--- config.mk ---
export PLATFORM = sky130hd
export DESIGN_NAME = ushift_reg
export DESIGN_NICKNAME = d
export VERILOG_FILES = /design/src/rtl/ushift_reg.sv
export SDC_FILE = /design/constraint.sdc
export NUM_CORES = 1
export LEC_CHECK = 0
export ABC_AREA = 1
export BUFFER_PORTS_ARGS = -buffer_cell sky130_fd_sc_hd__buf_4
export CORE_AREA = 2 2 39 41
export DETAILED_ROUTE_END_ITERATION = 6
export DIE_AREA = 0 0 41 43
export GPL_TIMING_DRIVEN = 1
export PLACE_DENSITY = 0.53
export SLEW_MARGIN = 5
export SYNTH_ARGS = -nofsm -noshare
export SYNTH_HDL_FRONTEND = slang
export SYNTH_SLANG_ARGS = --single-unit
--- constraint.sdc ---
create_clock -name clk -period 1.2 [get_ports clk]
set_clock_uncertainty 0.05 [all_clocks]
set_input_delay 0.18 -clock clk [delete_from_list [all_inputs] [get_ports clk]]
set_output_delay 0.18 -clock clk [all_outputs]
set_load 0.05 [all_outputs]
--- src/rtl/ushift_reg.sv ---
module ushift_reg #(
  parameter int W = 4
) (
  input  logic         clk,
  input  logic         clr,
  input  logic [1:0]   mode,
  input  logic [W-1:0] par_in,
  input  logic         ser_left,
  input  logic         ser_right,
  output logic [W-1:0] q
);

  localparam logic [1:0] M_LOAD  = 2'b00;
  localparam logic [1:0] M_LEFT  = 2'b01;
  localparam logic [1:0] M_RIGHT = 2'b10;

  logic [W-1:0] state;
  logic [W-1:0] nxt;

  always_comb begin
    case (mode)
      M_LOAD:  nxt = par_in;
      M_LEFT:  nxt = {state[W-2:0], ser_left};
      M_RIGHT: nxt = {ser_right, state[W-1:1]};
      default: nxt = state;
    endcase
  end

  always_ff @(posedge clk or posedge clr) begin
    if (clr) state <= '0;
    else     state <= nxt;
  end

  assign q = state;

endmodule


==> flow_summary.json <==
{
  "status": "completed",
  "dieWidth_um": 41,
  "max_freq_mhz": 937,
  "ant_nets": 0,
  "sw_frac_of_total": 0.370,
  "fin_total_pwr_mw": 0.546,
  "seq_area_frac_synth": 0.349,
  "yosys.cell_types.count": 7,
  "via_per_inst": 3.96,
  "cap_violations": 0,
  "cts_tree": "built",
  "clock_latency_ps": 230,
  "synth_seq_cells": 4,
  "drive_gt1_frac": 0.267,
  "global_route.usage.total": 0.0799,
  "crit_chain": "buf_4",
  "multiInputGateArea_um2": 153,
  "stdcell_count": 76,
  "htreeDepth": 1,
  "syn2layout_area_growth_pct": 51.1,
  "syn-cell-area_um2": 287,
  "p_int_mw": 0.344,
  "endpoint_kind": "primary output",
  "setup_viol": 0,
  "drt_iter0_drc": 4,
  "finalCritPeriodShare": 0.889,
  "slew_viol_final": 0,
  "hold_class": "in2reg",
  "antennaDiodeCount": 0,
  "post_drt_wl_per_cell_um": 8.53,
  "relSlewSlack": 0.823,
  "worstMarginPinSlew_ps": 266,
  "wl_um": 648,
  "netlist.area_leader.share": 0.349,
  "critPathBufInv": 1,
  "cp_slowest_cell": "dfrtp_1",
  "start_util": 0.207,
  "syn_avg_cell_area_um2": 6.51,
  "power_switching_mw": 0.202,
  "top_level_ports": 14,
  "min_period_ps": 1070,
  "grt_pass1_wl_um": 903,
  "hold_viol": 0,
  "drc": 0,
  "leakage_nw": 0.255,
  "syn_nets": 57,
  "synth_top_area_cell": "dfrtp_1",
  "cts_root_buf": "clkbuf_4",
  "tns_ps": 0,
  "place_hpwl_um": 503,
  "largest_reg_flops": 4,
  "num-nets-final": 75,
  "cpPeakStageDelay_ps": 400,
  "rows": 14,
  "grt_max_degree": 9,
  "vias": 301,
  "ir_drop_mv": 0.581,
  "clock-sinks": 4,
  "synthTopCellsByArea": "dfrtp_1, nand2_1, ha_1",
  "critPathRequiredTime_ps": 970,
  "crit_family": "flip-flops",
  "drtPass1Iterations": 2,
  "cp_max_fo": 4,
  "cts_setup_buffers": 0,
  "clock_power_share": 0.296,
  "fillers": 151,
  "overflow": 0,
  "syn_inst": 44,
  "pwr-share-comb": 0.381,
  "startpoint_type": "flop",
  "clkTransAtPathRegs_ps": 30,
  "dieHeight_um": 43,
  "portBuffers": 13,
  "grt_pass1_vias": 243,
  "seqPwrFrac": 0.323,
  "gp_congestion": 0.724,
  "core_um2": 1380,
  "cts_inserted_buffers": 3,
  "crit_arrival_ps": 840,
  "clk_path_buf_depth": 2,
  "powerDensity_nw_per_um2": 1260,
  "placed_cells": 72,
  "yosys_warnings": 0,
  "critPathKind": "reg2out",
  "die_area_um2": 1760,
  "rsz0062_at_grt": "false",
  "seq_area_um2": 100,
  "antenna_found_initial": 0
}
==> path summary, 6_finish.rpt <==
kind	from	endpoint	slack [ps]	depth (start not counted)
hold reg to reg	q[3]	q[3]	460	2
setup / recovery	q[1]	q[1]	130	1
max in group asynchronous	clr	q[0]	620	3
hold / removal	ser_left	q[0]	220	5
setup reg to reg	q[1]	q[0]	370	4
min in group asynchronous	clr	q[2]	340	3
==> synthesized netlist by cell type <==
library cell,instances
inv_1,8
a21oi_1,4
clkbuf_1,1
nand3_1,4
ha_1,3
dfrtp_1,4
nand2_1,20
==> cell families (layout without fill, tap and decap cells) <==
family	after synthesis	in the layout	synth area share
AOI/OAI and AO/OA	4	4	0.0699
adders and majority gates	3	3	0.131
buffers and inverters	9	25	0.118
DFF	4	4	0.349
and+or+nand+nor	24	24	0.332
==> area by class of cell <==
type,count,share of cell area
sequential,4,0.231
tap,16,0.0462
inverter,8,0.0694
multi-input combinational,31,0.353
clock buffer,3,0.0520
timing repair buffer,14,0.249
==> layout by cell type (no fill, tap or decap) <==
cell type      count
buf_4             13
dfrtp_1            4
ha_1               3
inv_1              8
nand2_1           20
a21oi_1            4
dlygate4sd3_1      1
clkbuf_4           3
nand3_1            4
==> power groups by stage <==
| stage | clock network [mW] | logic, mW | registers [mW] |
|---|---|---|---|
| 2_1_floorplan | 0 | 0.0607 | 0.249 |
| 3_3_place_gp | 0 | 0.207 | 0.179 |
| 3_5_place_dp | 0 | 0.208 | 0.178 |
| 4_1_cts | 0.174 | 0.211 | 0.176 |
| 5_1_grt | 0.182 | 0.226 | 0.181 |
| 6_report | 0.161 | 0.208 | 0.177 |
==> per-layer routing <==
metal / track usage / up-vias / share of wire
met1: 0.112 / 123 / 0.48
li1: - / 165 / -
met3: 0.0157 / 2 / 0.091
met5: 0 / - / 0
met2: 0.0938 / 11 / 0.40
met4: 0.0800 / 0 / 0.023
==> repair_timing <==
action,4_1_cts,5_1_grt
endpoints found under the setup margin,0,0
endpoints found under the hold margin,4,0
resized for setup,0,0
hold buffers,1,0
==> per-stage QoR <==
stage,setup WS (ps),cell area (µm²),utilization,hold WS [ps]
after global routing,82.2,433,0.313,244
final,133,433,0.313,216
after global placement,48.0,400,0.289,22.7
after floorplan,172,287,-,-104
after detailed placement,29.6,400,0.289,22.0
after CTS,122,433,0.313,210
No activity file was read; power rests on OpenSTA's default activity.
